`src/rtl/pio_calc_pkg.sv`:
```
// Package: shared constants and types for the PIO clock count calculator.
// Assumes the controller limits below are fixed properties of the target.
package pio_calc_pkg;
    localparam int MODE_W    = 3;
    localparam int MAX_MODE  = 5;
    localparam int OUT_W     = 5;
    localparam int ACT_MIN   = 2;
    localparam int ACT_MAX   = 16;
    localparam int REC_MIN   = 2;
    localparam int REC_SPILL = 17;
    localparam int REC_MAX   = 16;
    localparam int NS_PER_US = 1000;

    typedef enum logic [1:0] {
        S_IDLE,
        S_LAUNCH,
        S_WAIT,
        S_DONE
    } calc_state_e;

    typedef enum logic [2:0] {
        P_PERIOD,
        P_SETUP,
        P_ACTIVE,
        P_CYCLE,
        P_RECOV
    } calc_step_e;

    typedef struct packed {
        logic [7:0] setup_ns;
        logic [7:0] active_ns;
    } mode_time_t;
endpackage

```
`src/rtl/pio_calc_rom.sv`:
```
// Module: per-mode timing table (setup and active ns).
// Assumes the mode is already limited to 0..MAX_MODE; other codes read mode 5.
module pio_calc_rom
    import pio_calc_pkg::*;
(
    input  logic [MODE_W-1:0] mode,
    output mode_time_t        times
);
    // Table lookup by mode.
    always_comb begin
        case (mode)
            3'd0:    times = '{setup_ns: 8'd70, active_ns: 8'd165};
            3'd1:    times = '{setup_ns: 8'd50, active_ns: 8'd125};
            3'd2:    times = '{setup_ns: 8'd30, active_ns: 8'd100};
            3'd3:    times = '{setup_ns: 8'd30, active_ns: 8'd80};
            3'd4:    times = '{setup_ns: 8'd25, active_ns: 8'd70};
            default: times = '{setup_ns: 8'd15, active_ns: 8'd65};
        endcase
    end
endmodule

```
`src/rtl/pio_calc_div.sv`:
```
// Module: bit-serial restoring divider, one quotient bit per clock.
// Takes NW+1 clocks from start to the done pulse. Assumes den is non-zero;
// start is taken only when idle.
module pio_calc_div #(
    parameter int NW = 13
) (
    input  logic          clk,
    input  logic          rst_n,
    input  logic          start,
    input  logic [NW-1:0] num,
    input  logic [NW-1:0] den,
    output logic          done,
    output logic [NW-1:0] quo
);
    localparam int CW = $clog2(NW + 1);

    logic [NW-1:0] q_r, rem_r, den_r, num_r;
    logic [CW-1:0] cnt_r;
    logic          run_r, done_r;
    logic [NW:0]   shifted, trial;
    logic          fits;

    // Partial remainder step: shift in the next dividend bit and try a subtract.
    always_comb begin
        shifted = {rem_r, q_r[NW-1]};
        trial   = shifted - {1'b0, den_r};
        fits    = shifted >= {1'b0, den_r};
    end

    // Iteration state: load on start, then one quotient bit per clock.
    always_ff @(posedge clk) begin
        if (!rst_n) begin
            q_r    <= '0;
            rem_r  <= '0;
            den_r  <= '0;
            num_r  <= '0;
            cnt_r  <= '0;
            run_r  <= 1'b0;
            done_r <= 1'b0;
        end else begin
            done_r <= 1'b0;
            if (start && !run_r) begin
                q_r   <= num;
                num_r <= num;
                rem_r <= '0;
                den_r <= den;
                cnt_r <= CW'(NW);
                run_r <= 1'b1;
            end else if (run_r) begin
                q_r   <= {q_r[NW-2:0], fits};
                rem_r <= fits ? trial[NW-1:0] : shifted[NW-1:0];
                cnt_r <= cnt_r - 1'b1;
                if (cnt_r == CW'(1)) begin
                    run_r  <= 1'b0;
                    done_r <= 1'b1;
                end
            end
        end
    end

    assign done = done_r;
    assign quo  = q_r;

    // a finished division reconstructs its dividend exactly.
    a_r4_div_exact: assert property (@(posedge clk) disable iff (!rst_n)
        done_r |-> ((2*NW)'(q_r) * (2*NW)'(den_r) + (2*NW)'(rem_r) == (2*NW)'(num_r))
                   && (rem_r < den_r));
endmodule

```
`src/rtl/pio_calc_clamp.sv`:
```
// Module: folds the raw ceiling counts into the controller's legal range.
// Purely combinational. Assumes the inputs are the raw ceiling counts.
module pio_calc_clamp
    import pio_calc_pkg::*;
#(
    parameter int NW = 13
) (
    input  logic [NW-1:0]    setup_c,
    input  logic [NW-1:0]    act_c,
    input  logic [NW-1:0]    cyc_c,
    input  logic [NW-1:0]    rect_c,
    input  logic             newer,
    output logic [OUT_W-1:0] act_o,
    output logic [OUT_W-1:0] rec_o
);
    localparam int XW = NW + 2;

    logic [XW-1:0] a1, sa, rec2, r1, r2, r3, a2, a3, r4;

    // Floor, spill, cap and revision trim in the fixed order of the rules.
    always_comb begin
        a1   = (XW'(act_c) < XW'(ACT_MIN)) ? XW'(ACT_MIN) : XW'(act_c);
        sa   = XW'(setup_c) + a1;
        rec2 = (XW'(cyc_c) > sa) ? XW'(cyc_c) - sa : '0;
        r1   = (XW'(rect_c) > rec2) ? XW'(rect_c) : rec2;
        r2   = (r1 < XW'(REC_MIN)) ? XW'(REC_MIN) : r1;
        if (r2 > XW'(REC_SPILL)) begin
            a2 = a1 + (r2 - XW'(REC_SPILL));
            r3 = XW'(REC_SPILL);
        end else begin
            a2 = a1;
            r3 = r2;
        end
        a3 = (a2 > XW'(ACT_MAX)) ? XW'(ACT_MAX) : a2;
        r4 = newer ? r3 - 1'b1 : r3;
        if (r4 > XW'(REC_MAX)) r4 = XW'(REC_MAX);
        act_o = a3[OUT_W-1:0];
        rec_o = r4[OUT_W-1:0];
    end
endmodule

```
`src/rtl/pio_clock_calc.sv`:
```
// Module: top of the PIO clock count calculator.
// Sequences five divisions on one shared divider, then clamps and publishes.
// Assumes MHZ_W <= 8, so the period is at least 3 ns and never zero, and
// CYC_W >= 10.
module pio_clock_calc
    import pio_calc_pkg::*;
#(
    parameter int CYC_W       = 11,
    parameter int MHZ_W       = 8,
    parameter int DEFAULT_MHZ = 33
) (
    input  logic             clk,
    input  logic             rst_n,
    input  logic             start,
    input  logic [2:0]       pio_mode,
    input  logic [CYC_W-1:0] cycle_ns,
    input  logic [MHZ_W-1:0] bus_mhz,
    input  logic [1:0]       rev,
    output logic             busy,
    output logic             done,
    output logic [4:0]       setup_cnt,
    output logic [4:0]       active_cnt,
    output logic [4:0]       recovery_cnt
);
    localparam int NW = (CYC_W >= 10) ? CYC_W + 2 : 12;

    calc_state_e       state_q;
    calc_step_e        step_q;
    logic [2:0]        mode_q;
    logic [CYC_W-1:0]  cycle_q;
    logic [MHZ_W-1:0]  mhz_q;
    logic              newer_q;
    logic [NW-1:0]     per_q, setc_q, actc_q, cycc_q;
    logic              done_q;
    logic [OUT_W-1:0]  set_o_q, act_o_q, rec_o_q;

    mode_time_t        times;
    logic [NW-1:0]     sum_ns, rec_ns, dnum, dden, dquo, time_sel;
    logic              dstart, ddone;
    logic [OUT_W-1:0]  act_cl, rec_cl;

    pio_calc_rom u_rom (
        .mode  (mode_q),
        .times (times)
    );

    // Recovery time left after setup and active, floored at zero.
    always_comb begin
        sum_ns = NW'(times.setup_ns) + NW'(times.active_ns);
        rec_ns = (NW'(cycle_q) > sum_ns) ? NW'(cycle_q) - sum_ns : '0;
    end

    // Divider operands for the current step.
    always_comb begin
        case (step_q)
            P_SETUP:  time_sel = NW'(times.setup_ns);
            P_ACTIVE: time_sel = NW'(times.active_ns);
            P_CYCLE:  time_sel = NW'(cycle_q);
            default:  time_sel = rec_ns;
        endcase
        if (step_q == P_PERIOD) begin
            dnum = NW'(NS_PER_US);
            dden = NW'(mhz_q);
        end else begin
            dnum = time_sel + per_q - 1'b1;
            dden = per_q;
        end
        dstart = (state_q == S_LAUNCH);
    end

    pio_calc_div #(.NW(NW)) u_div (
        .clk   (clk),
        .rst_n (rst_n),
        .start (dstart),
        .num   (dnum),
        .den   (dden),
        .done  (ddone),
        .quo   (dquo)
    );

    pio_calc_clamp #(.NW(NW)) u_clamp (
        .setup_c (setup_c_w),
        .act_c   (actc_q),
        .cyc_c   (cycc_q),
        .rect_c  (dquo),
        .newer   (newer_q),
        .act_o   (act_cl),
        .rec_o   (rec_cl)
    );

    logic [NW-1:0] setup_c_w;
    assign setup_c_w = setc_q;

    // Request sequencing: latch, five divisions, clamp and publish.
    always_ff @(posedge clk) begin
        if (!rst_n) begin
            state_q <= S_IDLE;
            step_q  <= P_PERIOD;
            mode_q  <= '0;
            cycle_q <= '0;
            mhz_q   <= '0;
            newer_q <= 1'b0;
            per_q   <= '0;
            setc_q  <= '0;
            actc_q  <= '0;
            cycc_q  <= '0;
            done_q  <= 1'b0;
            set_o_q <= '0;
            act_o_q <= '0;
            rec_o_q <= '0;
        end else begin
            done_q <= 1'b0;
            case (state_q)
                S_IDLE: begin
                    if (start) begin
                        mode_q  <= (pio_mode > 3'(MAX_MODE)) ? 3'(MAX_MODE) : pio_mode;
                        cycle_q <= cycle_ns;
                        mhz_q   <= (bus_mhz == '0) ? MHZ_W'(DEFAULT_MHZ) : bus_mhz;
                        newer_q <= (rev > 2'd1);
                        step_q  <= P_PERIOD;
                        state_q <= S_LAUNCH;
                    end
                end
                S_LAUNCH: state_q <= S_WAIT;
                S_WAIT: begin
                    if (ddone) begin
                        case (step_q)
                            P_PERIOD: per_q  <= dquo;
                            P_SETUP:  setc_q <= dquo;
                            P_ACTIVE: actc_q <= dquo;
                            P_CYCLE:  cycc_q <= dquo;
                            default:  ;
                        endcase
                        if (step_q == P_RECOV) begin
                            state_q <= S_DONE;
                        end else begin
                            step_q  <= calc_step_e'(step_q + 3'd1);
                            state_q <= S_LAUNCH;
                        end
                    end
                end
                default: begin
                    set_o_q <= setc_q[OUT_W-1:0];
                    act_o_q <= act_cl;
                    rec_o_q <= rec_cl;
                    done_q  <= 1'b1;
                    state_q <= S_IDLE;
                end
            endcase
        end
    end

    assign busy         = (state_q != S_IDLE);
    assign done         = done_q;
    assign setup_cnt    = set_o_q;
    assign active_cnt   = act_o_q;
    assign recovery_cnt = rec_o_q;

    // the result strobe lasts one clock.
    a_r9_done_pulse: assert property (@(posedge clk) disable iff (!rst_n)
        done_q |=> !done_q);

    // counts only move in the strobe clock.
    a_r9_counts_hold: assert property (@(posedge clk) disable iff (!rst_n)
        !done_q |-> ($stable(set_o_q) && $stable(act_o_q) && $stable(rec_o_q)));

    // published active count lies in its legal range.
    a_r5_active_range: assert property (@(posedge clk) disable iff (!rst_n)
        done_q |-> (act_o_q >= OUT_W'(ACT_MIN)) && (act_o_q <= OUT_W'(ACT_MAX)));

    // recovery stays within 1..16, and within 2..16 for older revisions.
    a_r8_recovery_range: assert property (@(posedge clk) disable iff (!rst_n)
        done_q |-> (rec_o_q <= OUT_W'(REC_MAX)) && (rec_o_q >= 1)
                   && (newer_q || rec_o_q >= OUT_W'(REC_MIN)));

    // latched operands do not move while a request is in flight.
    a_r10_busy_ignores_start: assert property (@(posedge clk) disable iff (!rst_n)
        (state_q != S_IDLE) |=> ($stable(mode_q) && $stable(cycle_q)
                                 && $stable(mhz_q) && $stable(newer_q)));

    // setup count fits the output width.
    a_r4_setup_fits: assert property (@(posedge clk) disable iff (!rst_n)
        (state_q == S_DONE) |-> (setc_q < NW'(32)));
endmodule

```
`config.mk`:
```
export PLATFORM = sky130hd
export DESIGN_NAME = pio_clock_calc
export DESIGN_NICKNAME = d
export VERILOG_FILES = /design/src/rtl/pio_calc_pkg.sv /design/src/rtl/pio_calc_rom.sv /design/src/rtl/pio_calc_div.sv /design/src/rtl/pio_calc_clamp.sv /design/src/rtl/pio_clock_calc.sv
export SDC_FILE = /design/constraint.sdc
export NUM_CORES = 1
export LEC_CHECK = 0
export BUFFER_PORTS_ARGS = -buffer_cell sky130_fd_sc_hd__buf_2
export CAP_MARGIN = 5
export CORE_AREA = 3 3 140 142
export CTS_BUF_LIST = sky130_fd_sc_hd__clkbuf_8
export DETAILED_ROUTE_END_ITERATION = 8
export DIE_AREA = 0 0 143 145
export GPL_TIMING_DRIVEN = 0
export PLACE_DENSITY = 0.88
export SYNTH_ARGS = -nofsm -noshare
export SYNTH_HDL_FRONTEND = slang
export SYNTH_SLANG_ARGS = --single-unit
```
`constraint.sdc`:
```
create_clock -name clk -period 13.64 [get_ports clk]
set_input_delay 4.092 -clock clk [delete_from_list [all_inputs] [get_ports clk]]
set_output_delay 4.092 -clock clk [all_outputs]
set_load 0.01 [all_outputs]
```
=== Yosys cells after proc, flatten, opt, wreduce, memory -nomap -nowiden ===
Cells that the tools add are included.

* Register bits: 141
* Latch bits: 0
* Memory bits (writable): 0
* Bits in read-only memories: 0
* Input port bits: 27
* Output and inout bits: 17
* Word-level logic and storage cells: 113
* Memories kept: 0

* $add $sub $neg: 12
* Multipliers: 0
* Divide/modulo/power cells: 0
* $lt $le $gt $ge: 11
* Eq/ne operators: 14
* Shift operators: 0
* Muxes and demuxes: 34
* Bitwise operators: 2
* Reduce and logical (&&, ||, !) cells: 19

{| class="wikitable"
|+ Operators by type and width
! operator !! number
|-
| 13-bit 2-to-1 mux || 7
|-
| 15-bit 2-to-1 mux || 6
|-
| 15-bit case mux with 5 select lines || 1
|-
| 15-bit by 5-bit > comparator with 1-bit output (second input constant) || 3
|-
| 13-bit case mux with 3 select lines || 1
|-
| 13-bit by 15-bit > comparator with 1-bit output || 2
|-
| 13-bit by 15-bit adder with 15-bit output || 1
|-
| 15-bit adder || 1
|-
| 15-bit by 2-bit < comparator with 1-bit output (second input constant) || 1
|-
| 13-bit by 15-bit subtractor with 15-bit output || 1
|-
| 15-bit by 1-bit subtractor with 15-bit output (second input constant) || 1
|-
| 15-bit by 5-bit subtractor with 15-bit output (second input constant) || 1
|-
| 14-bit by 13-bit >= comparator with 1-bit output || 1
|-
| 13-bit adder || 1
|-
| 13-bit by 2-bit < comparator with 1-bit output (second input constant) || 1
|-
| 13-bit by 1-bit subtractor with 13-bit output (second input constant) || 1
|-
| 13-bit subtractor || 1
|-
| 3-bit by 2-bit == test with 1-bit output (second input constant) || 4
|-
| 3-bit 2-to-1 mux || 4
|-
| 3-bit AND reduction || 4
|-
| 11-bit by 9-bit subtractor with 12-bit output || 1
|-
| 11-bit by 9-bit > comparator with 1-bit output || 1
|-
| 5-bit 2-to-1 mux || 2
|-
| 8-bit by 8-bit adder with 9-bit output || 1
|-
| 28 further kinds || 44
|}

=== Depth between registers and ports, before layout ===
Gate-level depths: netlist of the first run.

* Depth in word-level cells: 15
* Depth in mapped cells: 54
* Depth with buffers taken out: 51

=== By module ===
A second synthesis of the first run with hierarchy kept.

* Cells, all modules: 1523
* Area, all modules: 11717.5 µm²

{| class="wikitable"
|+ Modules (own cells, without submodules)
! module !! instances !! cells each !! area an instance (µm²) !! seq. area each (µm²)
|-
| pio_clock_calc || 1 || 702 || 5559.1 || 1921.8
|-
| pio_calc_clamp || 1 || 481 || 3384.5 || 0.0
|-
| pio_calc_div || 1 || 319 || 2647.5 || 900.9
|-
| pio_calc_rom || 1 || 21 || 126.4 || 0.0
|}

=== Worst setup path after synthesis of the first run ===
No wires, ideal clock.

* Path kind: reg2reg
* Start point: register actc_q[6]
* End point: register act_o_q[0], in the netlist active_cnt[0]
* Library setup time: 0.070 ns
* Data arrival time: 9.987 ns
* Data required time: 13.570 ns
* Path slack: 3.583 ns
* Cell stages (with the launch flop): 54
* Path buffers: 4
* Period minus slack after synthesis: 10.057 ns
* Cell sequence: dfxtp_1 clkbuf_1 nor3_1 nand4_1 or3_1 o21ai_0 inv_1 ha_1 fa_1 a21oi_1 nor2_1 nor2_1 nor2b_1 o21ai_0 nand2b_1 maj3_1 a21oi_1 o21bai_1 (+18 left out) a211oi_2 or2_2 ha_1 inv_1 ha_1 fa_1 a21o_1 a21oi_1 o21bai_1 a21oi_1 inv_1 a21oi_1 o21ai_0 mux2i_1 a31oi_1 nor4_1 o21ai_0 a21oi_1

* Word-level cells in the longest chain between the ends: 14
* Elaborated cells between the ends (all ways): 16
* Those cells by class: add/sub: 4; order compare: 6; mux: 6

{| class="wikitable"
|+ Ends and longest elaborated chain
! item !! line !! text
|-
| start: declaration || pio_clock_calc.sv:33 || <nowiki>logic [NW-1:0] per_q, setc_q, actc_q, cycc_q;</nowiki>
|-
| start signal: assignment || pio_clock_calc.sv:130 || <nowiki>P_ACTIVE: actc_q <= dquo;</nowiki>
|-
| 13-bit by 2-bit < comparator with 1-bit output || pio_calc_clamp.sv:22 || <nowiki>a1 = (XW'(act_c) < XW'(ACT_MIN)) ? XW'(ACT_MIN) : XW'(act_c);</nowiki>
|-
| 13-bit 2-to-1 mux * || pio_calc_clamp.sv:22 ||
|-
| 13-bit by 15-bit adder with 15-bit output || pio_calc_clamp.sv:23 || <nowiki>sa = XW'(setup_c) + a1;</nowiki>
|-
| 13-bit by 15-bit subtractor with 15-bit output or 13-bit by 15-bit > comparator with 1-bit output (tied branches) || pio_calc_clamp.sv:24 || <nowiki>rec2 = (XW'(cyc_c) > sa) ? XW'(cyc_c) - sa : '0;</nowiki>
|-
| 15-bit 2-to-1 mux || pio_calc_clamp.sv:24 ||
|-
| 13-bit by 15-bit > comparator with 1-bit output || pio_calc_clamp.sv:25 || <nowiki>r1 = (XW'(rect_c) > rec2) ? XW'(rect_c) : rec2;</nowiki>
|-
| 15-bit 2-to-1 mux || pio_calc_clamp.sv:25 ||
|-
| 15-bit by 2-bit < comparator with 1-bit output || pio_calc_clamp.sv:26 || <nowiki>r2 = (r1 < XW'(REC_MIN)) ? XW'(REC_MIN) : r1;</nowiki>
|-
| 15-bit 2-to-1 mux || pio_calc_clamp.sv:26 ||
|-
| 15-bit by 5-bit subtractor with 15-bit output || pio_calc_clamp.sv:28 || <nowiki>a2 = a1 + (r2 - XW'(REC_SPILL));</nowiki>
|-
| 15-bit adder || pio_calc_clamp.sv:28 ||
|-
| 15-bit 2-to-1 mux * || pio_calc_clamp.sv:27 || <nowiki>if (r2 > XW'(REC_SPILL)) begin</nowiki>
|-
| 15-bit by 5-bit > comparator with 1-bit output || pio_calc_clamp.sv:34 || <nowiki>a3 = (a2 > XW'(ACT_MAX)) ? XW'(ACT_MAX) : a2;</nowiki>
|-
| 5-bit 2-to-1 mux * || pio_calc_clamp.sv:34 ||
|-
| end signal: assignment || pio_clock_calc.sv:144 || <nowiki>act_o_q <= act_cl;</nowiki>
|-
| end: declaration || pio_clock_calc.sv:35 || <nowiki>logic [OUT_W-1:0] set_o_q, act_o_q, rec_o_q;</nowiki>
|}

Every way passes the cells marked *; elsewhere a longest branch is shown, timed or not.
A chain may end at the register's enable or synchronous reset.

=== Final worst setup path of the first run ===
Same ends and word-level chain as after synthesis.

==> flow_summary_export.csv, run 1 <==
group,metric,value,unit
yosys,synth-seq-area-share,25.65,%
worst_setup_path,arrival,13.07,ns
yosys,avgSynthCellArea,7.357,um2
worst_setup_path,cp_common_cell,"a21oi_1",
clock_tree,post_cts_resized,0,
worst_setup_path,worst_r2r_startpoint,"actc_q[6]",
layout,area_growth,8.311,%
routing,drcViolationCount,0,
yosys,synthCells,1496,
worst_hold_path,min_delay_worst_endpoint,"setup_cnt[2]",
worst_setup_path,path_class,"flop to flop",
clock_tree,cts_buffers,17,
worst_setup_path,critical_path_required,14.04,ns
sta,max_freq,78.93,MHz
yosys,synth_cell_types,80,
worst_setup_path,ff2ff_path_depth,51,
sta,finalHoldViolations,0,
sta,finalClockSkew,0.01340,ns
worst_setup_path,crit_start,"actc_q[6]",
global_route,grt_pass1_wl,50870,um
pwr,pwr-share-seq,33.7,%
worst_hold_path,hold_start,"setup_cnt[2]",
pwr,intPower,811.0,uW
sta,setup_viol,0,
worst_setup_path,timing.rr.end,"active_cnt[0]",
worst_setup_path,path_buf_inv,5,
floorplanning,initial_utilization,59.23,%
pwr,max-vdd-ir-drop,0.1164,mV
worst_setup_path,critPathSlowestCell,"nor4_1",
pwr,swShare,38.17,%
pwr,clkPwrFrac,26.3,%
layout,nets,1713,
clock_tree,root_buffer,"clkbuf_8",
pwr,p_comb_share,40.1,%
routing,final_antenna_net_count,0,
global_route,grt_overflow_total,0,
sta,finalSetupTns,0,ns
layout,antennaDiodeCount,0,
worst_hold_path,hold_path_class,"flop to flop",
yosys,async_flop_share,0,%
floorplanning,die_w,143,um
pwr,switchingPower,500.7,uW
global_route,grt_max_degree,17,
job,cap_violations,0,
global_route,grt_pass1_vias,10660,
floorplanning,dieArea,0.02074,mm2
yosys,synth-seq-cells,141,
place,port_buffers,42,
yosys,yosys_most_used_dff,"dfxtp_1",
sta,rsz0062_at_grt,"no",
routing,drt-initial-drc-count,1000,
routing,wire_per_inst,17.06,um
worst_setup_path,path_delay_family,"compound AO/OA/AOI/OAI gates",
sta,worst_slack,0.9699,ns
clock_tree,cts_setup_buffers,0,
global_route,grt_use_total,30.13,%
floorplanning,core_area,0.01858,mm2
sta,relSlewSlack,19.61,%
yosys,synth-edff-count,0,
floorplanning,io_pins,44,
sta,period_needed,12.67,ns
sta,drv_slew,0,
layout,final_common_cell,"nand2_1",
worst_setup_path,critPathMaxStageDelay,1.00,ns
clock_tree,path_clk_slew,0.08,ns
worst_setup_path,end_kind,"flop",
routing,drt-pass1-iter-count,5,
routing,drt-vias-per-instance,6.120,
place,dp_hpwl,23950,um
yosys,syn_area,0.01101,mm2
worst_setup_path,rrSetupSlack,0.97,ns
worst_setup_path,startpoint_type,"flop",
pwr,p_leak,4.900,nW
clock_tree,clock_latency,0.47,ns
clock_tree,cts_sinks,141,
layout,final_cell_mix,"nand2_1, a21oi_1, dfxtp_1, inv_1, ha_1",
clock_tree,tritoncts,"built",
place,pre_cts_ws,1.348,ns
clock_tree,hold_buffers,0,
sta,period_share,92.89,%
worst_hold_path,hold_depth,2,
yosys,yosysWarnings,0,
pwr,power,1.312,mW
floorplanning,fp.dieH,145,um
clock_tree,cts_max_level,4,
place,gp_congestion,0.9575,
global_route,antenna_found_initial,0,
routing,via_count,11050,
layout,drive_gt1_share,7.188,%
routing,wl,30820,um
clock_tree,clk_path_buf_depth,2,
floorplanning,rows,50,
sta,tightest_slew,1.195,ns
outcome,status,"finished, final reports clean",
worst_setup_path,cp_max_fo,10,
pwr,powerDensity,110.0,mW/mm2
==> per-stage QoR <==
stage / area [um2] / instances / utilization [%] / hold WS (ns)
after floorplan: 11010 / 1498 / - / 0.4319
after global placement: 11520 / 1774 / 61.98 / 0.4410
after detailed placement: 11520 / 1774 / 61.98 / 0.4471
after CTS: 11920 / 1806 / 64.15 / 0.4582
after global routing: 11920 / 1806 / 64.15 / 0.4821
final: 11920 / 1806 / 64.15 / 0.4544
==> cells by family after synthesis <==
logic type      after synthesis  share of synthesized area, %
flops                       141                         25.65
buf+inv                     215                         7.594
xor+xnor                     54                         4.297
mux                          12                         1.103
compound gates              418                         25.10
simple gates                527                         21.28
fa+ha+maj                   128                         14.94
other cells                   1                       0.03407
==> layout make-up <==
class                           count  area, um2
Buffer                             87      355.3
Tap cell                          234      292.8
Inverter                          128      480.5
Multi-Input combinational cell   1142       7355
Fill cell                        1615       6660
Sequential cell                   141       2823
Timing Repair Buffer               42      210.2
Clock buffer                       19      261.5
Clock inverter                     13      142.6
==> worst max-delay path by stage <==
| stage | to | slack (ns) | cells after the start |
|---|---|---|---|
| final | active_cnt[0] | 0.97 | 51 |
| after CTS | active_cnt[0] | 1.24 | 51 |
| after detailed placement | active_cnt[0] | 1.35 | 51 |
| after global routing | active_cnt[0] | 0.13 | 52 |
| after global placement | active_cnt[0] | 1.48 | 51 |
| after floorplan | active_cnt[0] | 3.58 | 53 |
==> flip-flops by register name, summed over array words and instances (netlist names), 2 cells and up <==
| name | cells |
|---|---|
| per_q | 13 |
| cycc_q | 13 |
| u_div.rem_r | 13 |
| u_div.den_r | 13 |
| cycle_q | 11 |
| setc_q | 13 |
| active_cnt | 5 |
| mhz_q | 8 |
| state_q | 2 |
| setup_cnt | 5 |
| u_div.cnt_r | 4 |
| step_q | 3 |
| recovery_cnt | 5 |
| actc_q | 13 |
| u_div.quo | 13 |
| mode_q | 3 |
==> power by group through the flow <==
stage                     registers [mW]  clock network, mW  logic (mW)
after floorplan                    0.446                  0       0.397
after global placement             0.450                  0       0.494
after detailed placement           0.451                  0       0.511
after CTS                          0.441              0.345       0.516
after global routing               0.444              0.366       0.586
final                              0.442              0.345       0.525
==> worst register-to-register path, delay by kind of cell (launching register included) <==
kind | cells | cell delay [ns]
AND/OR/NAND/NOR | 11 | 2.79
multiplexers | 1 | 0.19
adder cells (fa/ha/maj) | 7 | 2.20
AO/OA/AOI/OAI | 25 | 5.98
flip-flops | 1 | 0.31
buffers and inverters | 5 | 0.81
XOR/XNOR | 2 | 0.33
==> synth_stat cells, drive strengths merged, types with 6 or more instances <==
cell type,count,area (um2)
a211oi,33,252.7
ha,121,1514
inv,128,480.5
and2,8,50.05
fa,6,120.1
a221oi,10,87.58
and3,9,56.30
a21boi,10,75.07
nand4,13,81.33
dfxtp,141,2823
a21oi,171,863.3
nor2b,20,125.1
buf,15,83.83
nor4,8,50.05
a311oi,11,96.34
nand2,254,953.4
a22oi,15,112.6
o31ai,10,75.07
xnor2,39,341.6
nand3,31,155.2
o21bai,13,97.59
mux2i,11,110.1
o21ai,49,245.2
a21o,20,150.1
nor3,26,130.1
o211ai,8,65.06
or2,6,37.54
xor2,15,131.4
a31oi,11,68.82
clkbuf,72,271.5
nand2b,17,106.4
nor2,114,427.9
==> routing by layer <==
layer	track usage [%]	wire, um	vias to the layer above
met1	37.28	12330	5118
met3	5.537	2318	118
li1	-	-	5345
met5	0	0	-
met2	49.44	14510	471
met4	15.78	1655	0
No activity file was read; power rests on OpenSTA's default activity.
==> run 2, diff against run 1 <==
--- a/config.mk
+++ b/config.mk
@@ -7,12 +7,14 @@
 export LEC_CHECK = 0
 export BUFFER_PORTS_ARGS = -buffer_cell sky130_fd_sc_hd__buf_2
 export CAP_MARGIN = 5
-export CORE_AREA = 3 3 140 142
+export CELL_PAD_IN_SITES_DETAIL_PLACEMENT = 1
+export CELL_PAD_IN_SITES_GLOBAL_PLACEMENT = 1
+export CORE_AREA = 3 3 156 158
 export CTS_BUF_LIST = sky130_fd_sc_hd__clkbuf_8
 export DETAILED_ROUTE_END_ITERATION = 8
-export DIE_AREA = 0 0 143 145
+export DIE_AREA = 0 0 159 161
 export GPL_TIMING_DRIVEN = 0
-export PLACE_DENSITY = 0.88
+export PLACE_DENSITY = 0.93
 export SYNTH_ARGS = -nofsm -noshare
 export SYNTH_HDL_FRONTEND = slang
 export SYNTH_SLANG_ARGS = --single-unit
==> run 2 against run 1 <==
  * Critical endpoint unchanged
  * Fmax shrank 0.64%
  * Clock-buffer cell count shrank 2
  * Sequential share of layout area shrank 0.42 points
  * Utilization shrank 12 points
  * Sequential power is essentially flat
  * Total power grew 9.1%
  * Largest power group unchanged
  * Sequential cell count is the same
  * Critical path type unchanged
==> flow_summary_export.csv, run 2 (synthesis results as in run 1) <==
group,metric,value,unit
sta,finalHoldViolations,0,
layout,post-route-cell-area,0.01214,mm2
layout,drive_gt1_share,7.379,%
global_route,grt_max_degree,17,
pwr,power,1.431,mW
routing,drt-pass1-iter-count,5,
clock_tree,cts_max_level,4,
clock_tree,cts_buffers,17,
clock_tree,cts_setup_buffers,0,
worst_setup_path,path_buf_inv,7,
job,cap_violations,0,
sta,period_share,93.48,%
global_route,grt_use_total,29.90,%
sta,finalSetupTns,0,ns
worst_setup_path,critical_path_required,14.04,ns
floorplanning,dieArea,0.02560,mm2
routing,drcViolationCount,0,
worst_setup_path,cp_common_cell,"a21oi_1",
routing,wl,38650,um
sta,relSlewSlack,40.78,%
place,dp_hpwl,29220,um
outcome,status,"finished, final reports clean",
layout,nets,1713,
pwr,max-vdd-ir-drop,0.1029,mV
layout,multi_input_area,0.007376,mm2
layout,final_common_cell,"nand2_1",
pwr,powerDensity,117.9,mW/mm2
place,gp_congestion,0.9439,
clock_tree,cts_sinks,141,
layout,final_cell_mix,"nand2_1, a21oi_1, dfxtp_1, inv_1, ha_1",
pwr,p_leak,4.959,nW
floorplanning,die_w,159,um
floorplanning,initial_utilization,47.31,%
floorplanning,rows,56,
sta,drv_slew,0,
global_route,grt_overflow_total,0,
layout,nFillCells,3066,
routing,wire_per_inst,20.44,um
sta,rsz0062_at_grt,"no",
floorplanning,io_pins,44,
worst_setup_path,critPathSlowestCell,"a311oi_1",
sta,tightest_slew,0.8883,ns
worst_setup_path,worst_r2r_startpoint,"actc_q[6]",
routing,drt-initial-drc-count,803,
sta,max_freq,78.42,MHz
worst_hold_path,hold_start,"setup_cnt[4]",
clock_tree,path_clk_slew,0.09,ns
clock_tree,clock_latency,0.49,ns
worst_setup_path,startpoint_type,"flop",
clock_tree,clk_path_buf_depth,2,
sta,period_needed,12.75,ns
place,post_dp_cell_area,0.01162,mm2
clock_tree,root_buffer,"clkbuf_8",
sta,finalClockSkew,0.01479,ns
worst_setup_path,path_delay_family,"compound AO/OA/AOI/OAI gates",
global_route,antenna_found_initial,0,
worst_setup_path,end_kind,"flop",
layout,antennaDiodeCount,0,
worst_hold_path,hold_path_class,"flop to flop",
layout,final-seq-area,0.002823,mm2
global_route,grt_pass1_wl,62020,um
worst_setup_path,arrival,13.15,ns
worst_setup_path,cp_max_fo,10,
worst_setup_path,critPathMaxStageDelay,0.70,ns
layout,area_growth,10.27,%
place,port_buffers,42,
routing,drt-vias-per-instance,6.022,
routing,via_count,11390,
floorplanning,core_area,0.02326,mm2
worst_setup_path,path_class,"flop to flop",
worst_setup_path,crit_start,"actc_q[6]",
sta,setup_viol,0,
global_route,grt_pass1_vias,11850,
floorplanning,fp.dieH,161,um
routing,final_antenna_net_count,0,
clock_tree,tritoncts,"built",
## run 2: metal layers
| layer | routed length (um) | GRT usage, % |
|---|---|---|
| met1 | 15430 | 34.50 |
| met2 | 19250 | 53.47 |
| met3 | 1891 | 4.514 |
| met4 | 2077 | 16.00 |
| met5 | 0 | 0 |
## run 2: metrics by stage
| step | setup slack [ns] | hold slack (ns) | std cells | util (%) |
|---|---|---|---|---|
| after floorplan | 3.583 | 0.4319 | 1498 | - |
| after global placement | 1.194 | 0.4409 | 1859 | 49.96 |
| after detailed placement | 0.7505 | 0.4476 | 1859 | 49.96 |
| after CTS | 0.5094 | 0.4597 | 1891 | 52.08 |
| after global routing | 0.06809 | 0.4886 | 1891 | 52.17 |
| final | 0.8887 | 0.4542 | 1891 | 52.17 |
## run 2: power breakdown
part | switching (mW) | internal, mW | total, mW
sequential | 0.0156 | 0.428 | 0.443
combinational | 0.345 | 0.213 | 0.558
clock | 0.190 | 0.239 | 0.429
total | 0.551 | 0.880 | 1.43
## run 2: final timing paths
kind | to | slack [ns] | cells after the start
setup / recovery | active_cnt[0] | 0.89 | 53
hold / removal | setup_cnt[4] | 0.45 | 2
setup reg to reg | active_cnt[0] | 0.89 | 53
hold reg to reg | setup_cnt[4] | 0.45 | 2
## run 2: layout make-up
class / instances / share of cell area (%)
multi-input combinational: 1142 / 60.78
sequential: 141 / 23.26
inverter: 128 / 3.959
tap: 319 / 3.289
buffer: 87 / 2.928
clock inverter: 15 / 2.124
clock buffer: 17 / 1.928
timing repair buffer: 42 / 1.732
## run 2: worst reg2reg max path, delay by kind of cell, from the launching register on
| family | cells | cell delay (ns) |
|---|---|---|
| AND/OR/NAND/NOR | 12 | 2.63 |
| adder cells (fa/ha/maj) | 8 | 2.32 |
| buffers and inverters | 7 | 1.11 |
| AO/OA/AOI/OAI | 24 | 5.95 |
| multiplexers | 1 | 0.17 |
| XOR/XNOR | 1 | 0.20 |
| flip-flops | 1 | 0.31 |
## run 2: what timing repair did
action,4_1_cts,5_1_grt
hold buffers,0,0
hold endpoints to repair,0,0
endpoints found under the setup margin,0,5
resized for setup,0,3
